<file path="src/rtl/bru_pkg.sv">
package bru_pkg;

    // Instruction field layout shared with the decoder
    localparam int CLASS_HI = 15;
    localparam int CLASS_LO = 14;
    localparam int CODE_HI  = 13;
    localparam int CODE_LO  = 10;
    localparam int OFF_HI   = 9;
    localparam int OFF_LO   = 0;

    localparam int NUM_REL  = 10;

    typedef enum logic [3:0] {
        CC_EQ  = 4'd0,
        CC_NE  = 4'd1,
        CC_LT  = 4'd2,
        CC_GT  = 4'd3,
        CC_LTU = 4'd4,
        CC_GTU = 4'd5,
        CC_GE  = 4'd6,
        CC_LE  = 4'd7,
        CC_GEU = 4'd8,
        CC_LEU = 4'd9
    } cond_e;

    // Derive any relation from three primitive comparisons of A against B
    function automatic logic rel_eval(cond_e kind, logic eq, logic lts, logic ltu);
        logic r;
        case (kind)
            CC_EQ:   r = eq;
            CC_NE:   r = !eq;
            CC_LT:   r = lts;
            CC_GT:   r = !lts && !eq;
            CC_LTU:  r = ltu;
            CC_GTU:  r = !ltu && !eq;
            CC_GE:   r = !lts;
            CC_LE:   r = lts || eq;
            CC_GEU:  r = !ltu;
            CC_LEU:  r = ltu || eq;
            default: r = 1'b0;
        endcase
        return r;
    endfunction

endpackage

</file>
<file path="src/rtl/bru_cond_store.sv">
module bru_cond_store #(
    parameter int XLEN = 32
) (
    input  logic            clk,
    input  logic            rst,
    input  logic            cmp_en,
    input  logic [XLEN-1:0] lhs_in,
    input  logic [XLEN-1:0] rhs_in,
    output logic [XLEN-1:0] lhs_q_o,
    output logic [XLEN-1:0] rhs_q_o
);

    typedef struct packed {
        logic [XLEN-1:0] lhs;
        logic [XLEN-1:0] rhs;
    } pair_t;

    pair_t pair_d, pair_q;

    always_comb begin
        pair_d = pair_q;
        if (cmp_en) begin
            pair_d.lhs = lhs_in;
            pair_d.rhs = rhs_in;
        end
    end

    always_ff @(posedge clk) begin
        if (rst) begin
            pair_q <= '0;
        end else begin
            pair_q <= pair_d;
        end
    end

    assign lhs_q_o = pair_q.lhs;
    assign rhs_q_o = pair_q.rhs;

endmodule

</file>
<file path="src/rtl/bru_relation.sv">
module bru_relation #(
    parameter int XLEN    = 32,
    parameter int CODE_W  = 4,
    parameter int NUM_REL = bru_pkg::NUM_REL
) (
    input  logic [CODE_W-1:0] code,
    input  logic [XLEN-1:0]   lhs,
    input  logic [XLEN-1:0]   rhs,
    output logic              hit,
    output logic              legal
);

    logic               is_eq;
    logic               is_lts;
    logic               is_ltu;
    logic [NUM_REL-1:0] rel_vec;

    assign is_eq  = (lhs == rhs);
    assign is_lts = ($signed(lhs) < $signed(rhs));
    assign is_ltu = (lhs < rhs);

    for (genvar i = 0; i < NUM_REL; i++) begin : g_rel
        localparam bru_pkg::cond_e KIND = bru_pkg::cond_e'(i);
        assign rel_vec[i] = bru_pkg::rel_eval(KIND, is_eq, is_lts, is_ltu);
    end

    always_comb begin
        hit   = 1'b0;
        legal = 1'b0;
        for (int i = 0; i < NUM_REL; i++) begin
            if (code == CODE_W'(i)) begin
                hit   = rel_vec[i];
                legal = 1'b1;
            end
        end
    end

endmodule

</file>
<file path="src/rtl/bru_target.sv">
module bru_target #(
    parameter int XLEN       = 32,
    parameter int OFF_W      = 10,
    parameter int INSN_BYTES = 2
) (
    input  logic [XLEN-1:0]  pc,
    input  logic [OFF_W-1:0] off,
    output logic [XLEN-1:0]  seq_pc,
    output logic [XLEN-1:0]  tgt_pc
);

    localparam int SHIFT = $clog2(INSN_BYTES);
    localparam int EXT_W = XLEN - OFF_W - SHIFT;

    logic [XLEN-1:0] off_bytes;

    if (SHIFT > 0) begin : g_scaled
        assign off_bytes = {{EXT_W{off[OFF_W-1]}}, off, {SHIFT{1'b0}}};
    end else begin : g_unscaled
        assign off_bytes = {{EXT_W{off[OFF_W-1]}}, off};
    end

    assign seq_pc = pc + XLEN'(INSN_BYTES);
    assign tgt_pc = seq_pc + off_bytes;

endmodule

</file>
<file path="src/rtl/bru_branch_unit.sv">
module bru_branch_unit #(
    parameter int XLEN       = 32,
    parameter int ILEN       = 16,
    parameter int INSN_BYTES = 2
) (
    input  logic            clk,
    input  logic            rst,
    input  logic [ILEN-1:0] insn,
    input  logic [XLEN-1:0] cur_pc,
    input  logic            cmp_en,
    input  logic [XLEN-1:0] cmp_lhs,
    input  logic [XLEN-1:0] cmp_rhs,
    input  logic            br_en,
    output logic [XLEN-1:0] next_pc,
    output logic            taken,
    output logic            illegal
);

    localparam int CODE_W = bru_pkg::CODE_HI - bru_pkg::CODE_LO + 1;
    localparam int OFF_W  = bru_pkg::OFF_HI - bru_pkg::OFF_LO + 1;

    typedef struct packed {
        logic [XLEN-1:0] npc;
        logic            tkn;
        logic            bad;
    } res_t;

    res_t res_d, res_q;

    logic [XLEN-1:0]   opa;
    logic [XLEN-1:0]   opb;
    logic [CODE_W-1:0] code;
    logic [OFF_W-1:0]  off;
    logic              is_branch;
    logic              rel_hit;
    logic              rel_legal;
    logic [XLEN-1:0]   seq_pc;
    logic [XLEN-1:0]   tgt_pc;

    assign code      = insn[bru_pkg::CODE_HI:bru_pkg::CODE_LO];
    assign off       = insn[bru_pkg::OFF_HI:bru_pkg::OFF_LO];
    assign is_branch = insn[bru_pkg::CLASS_HI] && insn[bru_pkg::CLASS_LO];

    bru_cond_store #(.XLEN(XLEN)) u_store (
        .clk     (clk),
        .rst     (rst),
        .cmp_en  (cmp_en),
        .lhs_in  (cmp_lhs),
        .rhs_in  (cmp_rhs),
        .lhs_q_o (opa),
        .rhs_q_o (opb)
    );

    bru_relation #(.XLEN(XLEN), .CODE_W(CODE_W)) u_rel (
        .code  (code),
        .lhs   (opa),
        .rhs   (opb),
        .hit   (rel_hit),
        .legal (rel_legal)
    );

    bru_target #(.XLEN(XLEN), .OFF_W(OFF_W), .INSN_BYTES(INSN_BYTES)) u_tgt (
        .pc     (cur_pc),
        .off    (off),
        .seq_pc (seq_pc),
        .tgt_pc (tgt_pc)
    );

    always_comb begin
        res_d = res_q;
        if (br_en && is_branch) begin
            if (!rel_legal) begin
                res_d.bad = 1'b1;
                res_d.tkn = 1'b0;
                res_d.npc = cur_pc;
            end else begin
                res_d.bad = 1'b0;
                res_d.tkn = rel_hit;
                res_d.npc = rel_hit ? tgt_pc : seq_pc;
            end
        end
    end

    always_ff @(posedge clk) begin
        if (rst) begin
            res_q <= '0;
        end else begin
            res_q <= res_d;
        end
    end

    assign next_pc = res_q.npc;
    assign taken   = res_q.tkn;
    assign illegal = res_q.bad;

endmodule

</file>
<file path="config.mk">
export PLATFORM = sky130hd
export DESIGN_NAME = bru_branch_unit
export DESIGN_NICKNAME = d
export VERILOG_FILES = /design/src/rtl/bru_pkg.sv /design/src/rtl/bru_cond_store.sv /design/src/rtl/bru_relation.sv /design/src/rtl/bru_target.sv /design/src/rtl/bru_branch_unit.sv
export SDC_FILE = /design/constraint.sdc
export NUM_CORES = 1
export LEC_CHECK = 0
export ABC_AREA = 1
export BUFFER_PORTS_ARGS = -buffer_cell sky130_fd_sc_hd__buf_2
export CAP_MARGIN = 20
export CELL_PAD_IN_SITES_DETAIL_PLACEMENT = 1
export CELL_PAD_IN_SITES_GLOBAL_PLACEMENT = 1
export CORE_UTILIZATION = 43
export CTS_CLUSTER_DIAMETER = 30
export CTS_CLUSTER_SIZE = 30
export DETAILED_ROUTE_END_ITERATION = 16
export PLACE_DENSITY = 0.94
export SKIP_CTS_REPAIR_TIMING = 1
export SLEW_MARGIN = 20
export SYNTH_ARGS = -nofsm -noshare
export SYNTH_HDL_FRONTEND = slang
export SYNTH_SLANG_ARGS = --single-unit
export TNS_END_PERCENT = 30
</file>
<file path="constraint.sdc">
create_clock -name clk -period 9.5 [get_ports clk]
set_input_delay 1.425 -clock clk [delete_from_list [all_inputs] [get_ports clk]]
set_output_delay 1.425 -clock clk [all_outputs]
set_load 0.01 [all_outputs]
</file>
# Word level (Yosys, flattened, before mapping)
# Cells that the tools add are included.
totals:
  out_inout_bits: 34
  inputBits: 116
  word_cells: 51
  ff_bits: 98
op_classes:
  reduce_logical: 10
  eq_ne: 10
  n_addsub: 2
  n_mux: 22
  order_cmp: 2
op_table:
  columns: ["cell", "count"]
  rows:
  - ["$lt A32 B32 Y1", 2]
  - ["$mux W34", 1]
  - ["$add A32 B2 Y32 const B", 1]
  - ["$add A32 B32 Y32", 1]
  - ["$eq A32 B32 Y1", 1]
  - ["$mux W32", 1]
  - ["$mux W1", 20]
  - ["$eq A4 B3 Y1 const B", 4]
  - ["$eq A4 B2 Y1 const B", 2]
  - ["$eq A4 B4 Y1 const B", 2]
  - ["$eq A4 B1 Y1 const B", 1]
  - ["$logic_and A1 B1 Y1", 4]
  - ["$logic_not A4 Y1", 1]
  - ["$logic_not A1 Y1", 3]
  - ["$logic_or A1 B1 Y1", 2]

# Longest topological paths before layout
# Gate-level depths: netlist of run 1.
depth:
  word_depth: 13
  ltp_mapped: 29
  mapped_depth_nobuf: 29

# Cells and area by module
# From an unflattened synthesis of run 1, not the netlist that was laid out.
hier_totals:
  hier_cells: 1551
  area_unflattened_um2: 8951.1
modules_own_cells:
  columns: ["mod", "area_each_um2", "cells_per_inst", "n_inst", "seq_area_each_um2"]
  rows:
  - ["bru_target", 3106.7, 604, 1, 0.0]
  - ["bru_cond_store", 2666.3, 405, 1, 1281.2]
  - ["bru_branch_unit", 2110.8, 362, 1, 680.7]
  - ["bru_relation", 1067.3, 180, 1, 0.0]

# Worst setup path before layout of run 1
# OpenSTA, ideal clock, no wires.
synth_timing:
  kind: "input-to-reg"
  from: "input cur_pc[1]"
  to: "register res_q, in the netlist next_pc[28]"
  setup_slack_ns: 5.098
  setup_ns: 0.139
  path_buffers: 0
  arrival_ns: 4.263
  cell_stages: 25
  required_time_ns: 9.361
  cell_sequence: "ha_1 > inv_1 > nor2_4 > nand4_1 > nor2_1 > inv_2 > nor2_4 > nand2_1 > nor2_1 > nand2_1 > nor2_1 > nand3_1 > nor3_1 > nand3_1 > nand2_1 > inv_1 > ha_1 > a21oi_1 > nand2_1 > a211oi_1 > o31ai_1 > xor2_1 > nand3b_1 > nand3_2 > a21oi_2"
synth_via:
  elab_chain_cells: 4
synth_rtl:
  columns: ["element", "line_no", "rtl"]
  rows:
  - ["start, declared", "bru_branch_unit.sv:9", "input logic [XLEN-1:0] cur_pc,"]
  - ["$add A32 B2 Y32 (*)", "bru_target.sv:23", "assign seq_pc = pc + XLEN'(INSN_BYTES);"]
  - ["$add A32 B32 Y32", "bru_target.sv:24", "assign tgt_pc = seq_pc + off_bytes;"]
  - ["$mux W32 (*)", "bru_branch_unit.sv:79", "res_d.npc = rel_hit ? tgt_pc : seq_pc;"]
  - ["$mux W34 (*)", "bru_branch_unit.sv:72", "if (!rel_legal) begin"]
  - ["end signal, assigned", "bru_branch_unit.sv:88", "res_q <= res_d;"]
  - ["end, declared", "bru_branch_unit.sv:28", "res_t res_d, res_q;"]
# Mark *: on every way between the ends. The rest lies on a longest branch, timed or not.
# A chain may end at the register's enable or synchronous reset.

# Final worst setup path of run 1
layout_timing:
  from: "input cur_pc[1]"
  to: "register res_q, in the netlist next_pc[31]"
# The elaborated chain is that of the path after synthesis.

==> flow_summary.toml, run 1 <==
[run_status]
status = "complete, no violations"

[global_routing]
grt.total_usage_pct = 29.8
grt_max_degree = 97
grt_pass1_wl_um = 42700
overflow = 0
antenna_found_initial = 0
grt_pass1_vias = 8718

[power]
p_leak_nw = 4.32
ir_worst_vdd_v = 0.0000785
cellPowerDensity_nw_per_um2 = 136

[timing]
setup_ws_ns = 4.20
relSlewSlack_pct = 35.3
fmax_ghz = 0.189
setup-tns-final_ns = 0
finalSetupViolations = 0
hold_ws_ns = 0.463
fin_crit_sh_pct = 55.8
period_minus_slack_ns = 5.30
worstMarginPinSlew_ns = 0.969
maxSlewViolCount = 0
finClkSkew_ns = 0.0164
rsz0062_at_grt = "false"
hold_viol = 0

[place]
dpl-instance-area_um2 = 8530
hpwlAfterDp_um = 19900
placedCellCount = 1503
place_ws_ns = 3.99
numPortBuffers = 149
gp_congestion = 1.01

[layout]
multi_input_area_um2 = 4820
num_antenna_cells = 0
area_growth_pct = 15.7
drive_above_1_share_pct = 18.0
fin_nets = 1469
n_fill_cell = 2429
fin_cells = 1519
final_area_um2 = 8830
regArea_um2 = 1960

[die]
die_w_um = 135
die_h_um = 135
rows = 48
coreArea_um2 = 17300
die-area_um2 = 18300
start_util_pct = 44.1
ios = 150

[synth]
synth_seq_cells = 98
synth_top_area_share_pct = 25.7
ys_seq_area_share_pct = 25.7
syn_inst = 1165
ys_types = 46
synth_area_um2 = 7630
async_reset_ff_share_pct = 0
synth_warnings = 0
synth_ff_type = "dfxtp_1"
avgSynthCellArea_um2 = 6.55
synth-edff-count = 0
yosysTopAreaCell = "dfxtp_1"
synth_fp_nets = 1345
synth.area.top_cells = "dfxtp_1 26%, ha_1 10%, nand2_1 10%, inv_1 8.7%, o21ai_0 7.3%"

[setup_path]
crit_path_end_kind = "flip-flop"
required_ns = 9.79
crit_path_max_fanout = 4
crit_path_start_kind = "input port"
worstPathArrival_ns = 5.59
cp-startpoint = "cur_pc[1]"
endpoint = "next_pc[31]"
rrSetupSlack_ns = 5.70
path_class = "in2reg"
ff2ff_path_depth = 20
worstReg2RegEnd = "next_pc[26]"
r2r-start = "u_store.rhs_q_o[15]"

[route]
drt-vias-per-instance = 5.51
antenna_left = 0
drt_drc_violations_left = 0
wl_per_cell_um = 17.4
firstDrtPassIters = 5
routed_wl_um = 26500
initialDrtViolationCount = 490
vias = 8363

[clock_network]
clockRootBuffer = "clkbuf_16"
cts_max_level = 3
cts.sinks = 98
clock_path_buffers = 2
insertion_delay_ns = 0.37
cts_tree = "yes"
cts_made_buffers = 9
path_clk_slew_ns = 0.07

[run]
maxCapViolations = 0

[worst_hold_path]
holdCritStartpoint = "u_store.rhs_q_o[28]"
hold_class = "reg2reg"
worst max-delay path, stage by stage:
cell     delay [ns]
buf_2          0.10
ha_1           0.19
inv_1          0.08
nor2_4         0.13
nand4_1        0.14
nor2_1         0.16
inv_2          0.07
nor2_4         0.14
nand2_1        0.09
nor2_1         0.24
xor2_1         0.31
inv_1          0.08
ha_1           0.37
nand2_1        0.13
nor3_1         0.53
nand4_1        0.17
nand3_1        0.23
nand2_1        0.08
nand2_1        0.10
nand2_1        0.07
nand2_1        0.10
a21oi_1        0.09
xor2_1         0.14
nand3_1        0.09
nand2_1        0.10
nand2_1        0.07
a21oi_1        0.15
logic make-up (layout without fill, tap and decap cells):
family,after synthesis,after routing,synth area share [%]
buf+inv,222,351,11.2
xor+xnor,48,48,5.51
simple gates,485,485,29.5
fa+ha+maj,64,64,10.6
compound gates,248,248,17.5
flops,98,98,25.7
per-layer routing:
metal	track usage [%]	up-vias	routed length, um	share of wire [%]
met3	4.26	84	994	3.8
met4	13.2	0	1040	3.9
met1	34.5	4039	11200	42
li1	-	4032	-	-
met5	0	-	0	0
met2	53.9	208	13300	50
through the flow:
step           util [%]  total power, W
6_report           51.0         0.00120
3_5_place_dp       49.3        0.000823
2_1_floorplan         -        0.000708
4_1_cts            51.0         0.00121
5_1_grt            51.0         0.00127
3_3_place_gp       49.3        0.000805
placed cells by master (no fill, tap or decap), drive strengths merged, types with 2 or more instances in the layout:
master  instances
ha             63
nand3b          7
o21ai         115
nand2         225
buf           155
clkbuf          9
o21bai          2
dfxtp          98
inv           185
o21a            2
a21boi          3
xor2           38
xnor2          10
o31ai           2
nor2          118
nor3           18
nand3          86
nor4           11
clkinv          2
a21o            5
a21oi         115
nand4          16
worst min path at each step:
stage,to,cells past startpoint
global placement,u_store.rhs_q_o[6],2
global route,u_store.rhs_q_o[9],2
CTS,u_store.rhs_q_o[28],2
finish,u_store.rhs_q_o[28],2
detailed placement,u_store.rhs_q_o[28],2
floorplan,u_store.rhs_q_o[10],2
report_power, final:
part           switching (W)  total (W)  internal, W
registers          0.0000122   0.000449     0.000437
clock network       0.000194   0.000382     0.000188
logic               0.000241   0.000373     0.000132
total               0.000447    0.00120     0.000757
synthesized netlist by cell type, drive strengths merged, types with 2 or more instances:
library cell	instances
nand2	225
a21boi	3
nand3b	7
o31ai	2
nand4	16
inv	180
buf	9
o21ai	115
dfxtp	98
nor2	118
clkbuf	33
xnor2	10
nor3	18
o21bai	2
nand3	86
ha	63
a21oi	115
o21a	2
xor2	38
a21o	5
nor4	11
cell type report:
type	count	area share (%)
Tap cell	225	3.19
Inverter	180	7.65
Clock buffer	9	2.55
Multi-Input combinational cell	845	54.6
Sequential cell	98	22.2
Clock inverter	7	0.864
Timing Repair Buffer	155	8.96
flip-flops by register name, summed over array words and instances, names as in the netlist:
name,cells
taken,1
u_store.lhs_q_o,32
next_pc,32
u_store.rhs_q_o,32
illegal,1
No activity file was read; power rests on OpenSTA's default activity.
==> run 2: changes to the inputs <==
--- a/config.mk
+++ b/config.mk
@@ -5,16 +5,16 @@
 export SDC_FILE = /design/constraint.sdc
 export NUM_CORES = 1
 export LEC_CHECK = 0
-export ABC_AREA = 1
+export ABC_AREA = 0
 export BUFFER_PORTS_ARGS = -buffer_cell sky130_fd_sc_hd__buf_2
 export CAP_MARGIN = 20
 export CELL_PAD_IN_SITES_DETAIL_PLACEMENT = 1
 export CELL_PAD_IN_SITES_GLOBAL_PLACEMENT = 1
-export CORE_UTILIZATION = 43
+export CORE_UTILIZATION = 37
 export CTS_CLUSTER_DIAMETER = 30
 export CTS_CLUSTER_SIZE = 30
 export DETAILED_ROUTE_END_ITERATION = 16
-export PLACE_DENSITY = 0.94
+export PLACE_DENSITY = 0.83
 export SKIP_CTS_REPAIR_TIMING = 1
 export SLEW_MARGIN = 20
 export SYNTH_ARGS = -nofsm -noshare
==> constraint.sdc (replaced) <==
create_clock -name clk -period 4.29 [get_ports clk]
set_input_delay 0.6435 -clock clk [delete_from_list [all_inputs] [get_ports clk]]
set_output_delay 0.6435 -clock clk [all_outputs]
set_load 0.01 [all_outputs]
==> run 2 against run 1 <==
Net effect:
- global-route usage fell by 6.2 points
- sequential cell count unchanged
- die area is 9.4% higher
- largest cell class unchanged
- combinational power grew 130%
- synthesized area down 5.7%
- largest power group unchanged
- worst hold slack got worse by 0.015 ns
- register-to-register slack got worse by 5.0 ns
- final area down 1.5%
- sequential share of layout area up 0.34 points
==> flow_summary.toml, run 2 <==
[synth]
synthMuxAreaShare_pct = 12.2
synth_fa_ha_area_share_pct = 11.2
ys_types = 73
synth_top_family_by_area = "compound AO/OA/AOI/OAI gates"
synthSimpleGateAreaFrac_pct = 17.5
synth_top_area_share_pct = 27.3
synth_seq_cells = 98
ys_seq_area_share_pct = 27.3
syn_inst = 873
synth.area.top_cells = "dfxtp_1 27%, mux2i_1 11%, ha_1 11%, nor2_1 5.9%, xnor2_1 4.6%"
synth_common_cells = "114 x nor2_1, 98 x dfxtp_1, 79 x mux2i_1"
synth_ff_type = "dfxtp_1"
yosysMostFrequentCell = "nor2_1"
yosysTopAreaCell = "dfxtp_1"
synth_area_um2 = 7200
synth_xor_area_share_pct = 6.21
synth-edff-count = 0
synth_compound_area_share_pct = 20.7
synth_warnings = 0
synth_fp_nets = 1053
async_reset_ff_share_pct = 0
avgSynthCellArea_um2 = 8.25

[timing]
fmax_ghz = 0.245
maxSlewViolCount = 0
finalSetupViolations = 0
hold_ws_ns = 0.448
fin_crit_sh_pct = 95.0
relSlewSlack_pct = 28.6
hold_viol = 0
worstMarginPinSlew_ns = 1.07
rsz0062_at_grt = "false"
period_minus_slack_ns = 4.08
finClkSkew_ns = 0.0154

[layout]
multi_input_area_um2 = 4880
mostFrequentLayoutCells = "148 x buf_2, 114 x nor2_1, 98 x dfxtp_1"
final_common_cell = "buf_2"
n_fill_cell = 2358
area_growth_pct = 20.8
fin_cells = 1299
num_antenna_cells = 0
regArea_um2 = 1960
drive_above_1_share_pct = 21.8
fin_nets = 1214
final_core_util_pct = 46.0

[clock_network]
cts_made_buffers = 9
cts_tree = "yes"
cts.sinks = 98
clockRootBuffer = "clkbuf_16"
clock_path_buffers = 2
path_clk_slew_ns = 0.08
cts_max_level = 3
insertion_delay_ns = 0.36

[setup_path]
ff2ff_path_depth = 11
required_ns = 4.59
r2r-start = "u_store.rhs_q_o[31]"
worstPathArrival_ns = 4.38
endpoint = "next_pc[26]"
crit_path_max_fanout = 4
crit_path_end_kind = "flip-flop"
rrSetupSlack_ns = 0.71
path_class = "in2reg"
crit_path_start_kind = "input port"
worstReg2RegEnd = "next_pc[14]"
cp-startpoint = "cur_pc[1]"

[route]
drt_drc_violations_left = 0
antenna_left = 0
firstDrtPassIters = 4
drt-vias-per-instance = 5.50
wl_per_cell_um = 18.0
routed_wl_um = 23400
vias = 7145
initialDrtViolationCount = 371

[die]
start_util_pct = 38.1
die-area_um2 = 20000
ios = 150
coreArea_um2 = 18900
die_w_um = 141
die_h_um = 141
rows = 50

[global_routing]
antenna_found_initial = 0
grt_max_degree = 70
grt_pass1_wl_um = 37400
grt_pass1_vias = 7309
overflow = 0
grt.total_usage_pct = 23.6

[run]
maxCapViolations = 0

[worst_hold_path]
holdCritStartpoint = "next_pc[2]"
hold_class = "reg2reg"

[place]
numPortBuffers = 149
hpwlAfterDp_um = 17700
gp_congestion = 0.868
placedCellCount = 1282

[run_status]
status = "complete, no violations"

[power]
cellPowerDensity_nw_per_um2 = 310
p_leak_nw = 3.94
ir_worst_vdd_v = 0.000217
[run 2: cell count changes after synthesis, moves of 25 or more]
cell	change
xnor2_1	+28
o21ai_0	-81
mux2i_1	+79
nand2_1	-140
nand3_1	-55
xor2_1	-25
a21oi_1	-55
inv_1	-131
[run 2: logic make-up (layout without fill, tap and decap cells)]
kind of cell	Yosys count	in the layout
adder cells (fa/ha/maj)	64	64
AO/OA/AOI/OAI	214	214
buffers and inverters	85	251
flip-flops	98	98
XOR/XNOR	51	51
multiplexers	86	86
AND/OR/NAND/NOR	275	275
[run 2: final cells by class]
class                           count  area share [%]
Timing Repair Buffer              189            12.2
Tap cell                          260            3.74
Inverter                           46            1.99
Sequential cell                    98            22.6
Clock buffer                        9            2.59
Clock inverter                      7           0.820
Multi-Input combinational cell    690            56.1
[run 2: critical path: stages]
cell	delay [ns]
buf_2	0.10
ha_1	0.15
and3_1	0.20
and3_1	0.26
and2_1	0.22
nand3_1	0.12
xnor2_1	0.26
ha_1	0.34
and2_1	0.17
a221o_1	0.36
a2111oi_4	0.40
o31ai_1	0.15
a311oi_2	0.27
buf_4	0.19
buf_4	0.10
xnor2_1	0.05
mux2_2	0.27
o21ai_2	0.12
[run 2: worst min path at each step]
stage | to | slack [ns] | cells after the start
global route | next_pc[2] | 0.47 | 2
floorplan | u_store.lhs_q_o[0] | 0.46 | 2
finish | next_pc[2] | 0.45 | 2
global placement | next_pc[30] | 0.44 | 2
CTS | next_pc[2] | 0.45 | 2
detailed placement | next_pc[30] | 0.44 | 2
[run 2: layer usage]
layer / track usage [%] / wire (um)
met5: 0 / 0
met2: 42.3 / 11400
met4: 6.34 / 394
met1: 29.7 / 10600
met3: 2.80 / 959
[run 2: report_power, final]
part / switching (W) / internal [W]
clock: 0.000426 / 0.000412
combinational: 0.000493 / 0.000372
sequential: 0.0000282 / 0.000961
[run 2: per-stage QoR]
| stage | power [W] | cell area (um2) | setup WS [ns] | setup TNS [ns] |
|---|---|---|---|---|
| 4_1_cts | 0.00271 | 8690 | 0.148 | 0 |
| 2_1_floorplan | 0.00158 | 7200 | 0.0845 | 0 |
| 6_report | 0.00269 | 8700 | 0.213 | 0 |
| 5_1_grt | 0.00283 | 8700 | 0.0362 | 0 |
| 3_3_place_gp | 0.00183 | 8390 | 0.00543 | 0 |
| 3_5_place_dp | 0.00186 | 8390 | -0.174 | -0.381 |
==> run 3: changes to the inputs <==
--- a/config.mk
+++ b/config.mk
@@ -10,11 +10,11 @@
 export CAP_MARGIN = 20
 export CELL_PAD_IN_SITES_DETAIL_PLACEMENT = 1
 export CELL_PAD_IN_SITES_GLOBAL_PLACEMENT = 1
-export CORE_UTILIZATION = 37
+export CORE_UTILIZATION = 41
 export CTS_CLUSTER_DIAMETER = 30
 export CTS_CLUSTER_SIZE = 30
 export DETAILED_ROUTE_END_ITERATION = 16
-export PLACE_DENSITY = 0.83
+export PLACE_DENSITY = 0.87
 export SKIP_CTS_REPAIR_TIMING = 1
 export SLEW_MARGIN = 20
 export SYNTH_ARGS = -nofsm -noshare
==> constraint.sdc (replaced) <==
create_clock -name clk -period 4.6 [get_ports clk]
set_input_delay 0.69 -clock clk [delete_from_list [all_inputs] [get_ports clk]]
set_output_delay 0.69 -clock clk [all_outputs]
set_load 0.01 [all_outputs]
==> run 3 against run 2 <==
Net effect:
- final area decreased by 2.8%
- sequential share of layout area increased by 0.66 points
- worst setup slack improved by 0.27 ns
- non-clock buffer count decreased by 27
- worst hold slack better by 0.0082 ns
- utilization increased by 3.0 points
- wire length is essentially flat
- largest cell class unchanged
- largest power group unchanged
==> flow_summary.toml, run 3 (synthesis gave the netlist of run 2 again) <==
[power]
total_power_w = 0.00251
p_leak_nw = 3.81
cellPowerDensity_nw_per_um2 = 297
ir_worst_vdd_v = 0.000167

[global_routing]
antenna_found_initial = 1
grt.total_usage_pct = 25.9
overflow = 0
grt_pass1_wl_um = 36900
grt_pass1_vias = 7362
grt_max_degree = 65

[route]
antenna_left = 0
firstDrtPassIters = 5
drt_drc_violations_left = 0
wl_per_cell_um = 18.9
initialDrtViolationCount = 302
routed_wl_um = 23400
drt-vias-per-instance = 5.74
vias = 7100

[die]
start_util_pct = 41.8
die-area_um2 = 18100
die_w_um = 135
coreArea_um2 = 17200
die_h_um = 135
ios = 150
rows = 48

[place]
numPortBuffers = 149
gp_congestion = 0.877
dpl-instance-area_um2 = 8140
hpwlAfterDp_um = 17700
placedCellCount = 1221
place_ws_ns = 0.173

[run]
maxCapViolations = 0

[timing]
fin_crit_sh_pct = 89.6
rsz0062_at_grt = "false"
setup_ws_ns = 0.479
hold_viol = 0
finClkSkew_ns = 0.0123
finalSetupViolations = 0
relSlewSlack_pct = 27.2
maxSlewViolCount = 0
setup-tns-final_ns = 0
fmax_ghz = 0.243
worstMarginPinSlew_ns = 1.09
period_minus_slack_ns = 4.12

[setup_path]
path_class = "in2reg"
crit_path_end_kind = "flip-flop"
crit_top_cell = "and3_1"
rrSetupSlack_ns = 0.87
worstPathArrival_ns = 4.40
cp_cell_sequence = "buf_2 -> ha_1 -> and3_1 -> and3_1 -> and2_1 -> buf_4 -> and3_1 -> nand3_1 -> xnor2_1 -> ha_1 -> nor3_1 -> nor2_1 -> and3_1 -> a2111oi_0 -> o21ba_2 -> o211ai_1 -> o41ai_1 -> o21ai_0 -> a211oi_1"
r2r-start = "u_store.rhs_q_o[31]"
crit_path_max_fanout = 6
crit_path_start_kind = "input port"
ff2ff_path_depth = 12
crit_family = "simple AND/OR/NAND/NOR gates"
worstReg2RegEnd = "next_pc[13]"
cpPeakStageDelay_ns = 0.48
critPathBufInv = 2
slowest_stage = "a2111oi_0"
required_ns = 4.88

[clock_network]
cts_tree = "yes"
cts_made_buffers = 9
clock_path_buffers = 2
path_clk_slew_ns = 0.07
insertion_delay_ns = 0.37
cts.sinks = 98
cts_max_level = 3
clockRootBuffer = "clkbuf_16"

[worst_hold_path]
hold_class = "reg2reg"
min_path_cells = 2
holdCritStartpoint = "next_pc[22]"
min_to = "next_pc[22]"

[layout]
final_area_um2 = 8450
mostFrequentLayoutCells = "148 x buf_2, 114 x nor2_1, 98 x dfxtp_1"
multi_input_area_um2 = 4880
fin_nets = 1187
final_common_cell = "buf_2"
n_fill_cell = 2134
drive_above_1_share_pct = 19.6
fin_cells = 1238
area_growth_pct = 17.4
regArea_um2 = 1960

[run_status]
status = "complete, no violations"
==> run 3: worst max-delay path by stage <==
stage                    from           to  slack [ns]  cells past startpoint
floorplan           cur_pc[1]  next_pc[30]        0.35                     18
global placement    cur_pc[1]  next_pc[30]        0.24                     17
detailed placement  cur_pc[1]  next_pc[30]        0.17                     17
CTS                 cur_pc[1]  next_pc[30]        0.53                     17
global route        cur_pc[1]  next_pc[30]        0.19                     17
finish              cur_pc[1]  next_pc[29]        0.48                     19
==> run 3: per-stage QoR <==
step / util, % / hold WS (ns)
finish: 49.0 / 0.456
floorplan: - / 0.460
global route: 49.0 / 0.478
global placement: 47.2 / 0.436
CTS: 49.0 / 0.457
detailed placement: 47.2 / 0.443
==> run 3: report_power, final <==
group          internal (W)  total, W  switching, W
registers          0.000897  0.000925     0.0000280
logic              0.000324  0.000774      0.000450
clock network      0.000442  0.000813      0.000371
==> run 3: metal layers <==
layer	vias up	wire length (um)	global-route usage, %	share of wire [%]
li1	3436	-	-	-
met4	0	672	11.3	2.9
met1	3431	10200	31.2	44
met3	43	961	2.70	4.1
met2	190	11600	46.6	49
met5	-	0	0	0
==> run 3: worst register-to-register path, cell delays in order, from the launching register on <==
cell and delay (ns):
dfxtp_1 0.34, inv_1 0.05, ha_1 0.48, nand4_4 0.16, nor4_2 0.47, o21ai_1 0.14
a31oi_1 0.28, or2_4 0.22, mux2i_2 0.40, o21a_1 0.27, buf_4 0.32, o211ai_1 0.22
a311oi_2 0.30
==> run 3: cell type report <==
cell class                      instances  area share (%)
Inverter                               46            2.04
Sequential cell                        98            23.2
Antenna cell                            1          0.0296
Timing Repair Buffer                  162            10.0
Clock buffer                           11            2.87
Multi-Input combinational cell        690            57.7
Tap cell                              225            3.33
Clock inverter                          5           0.741
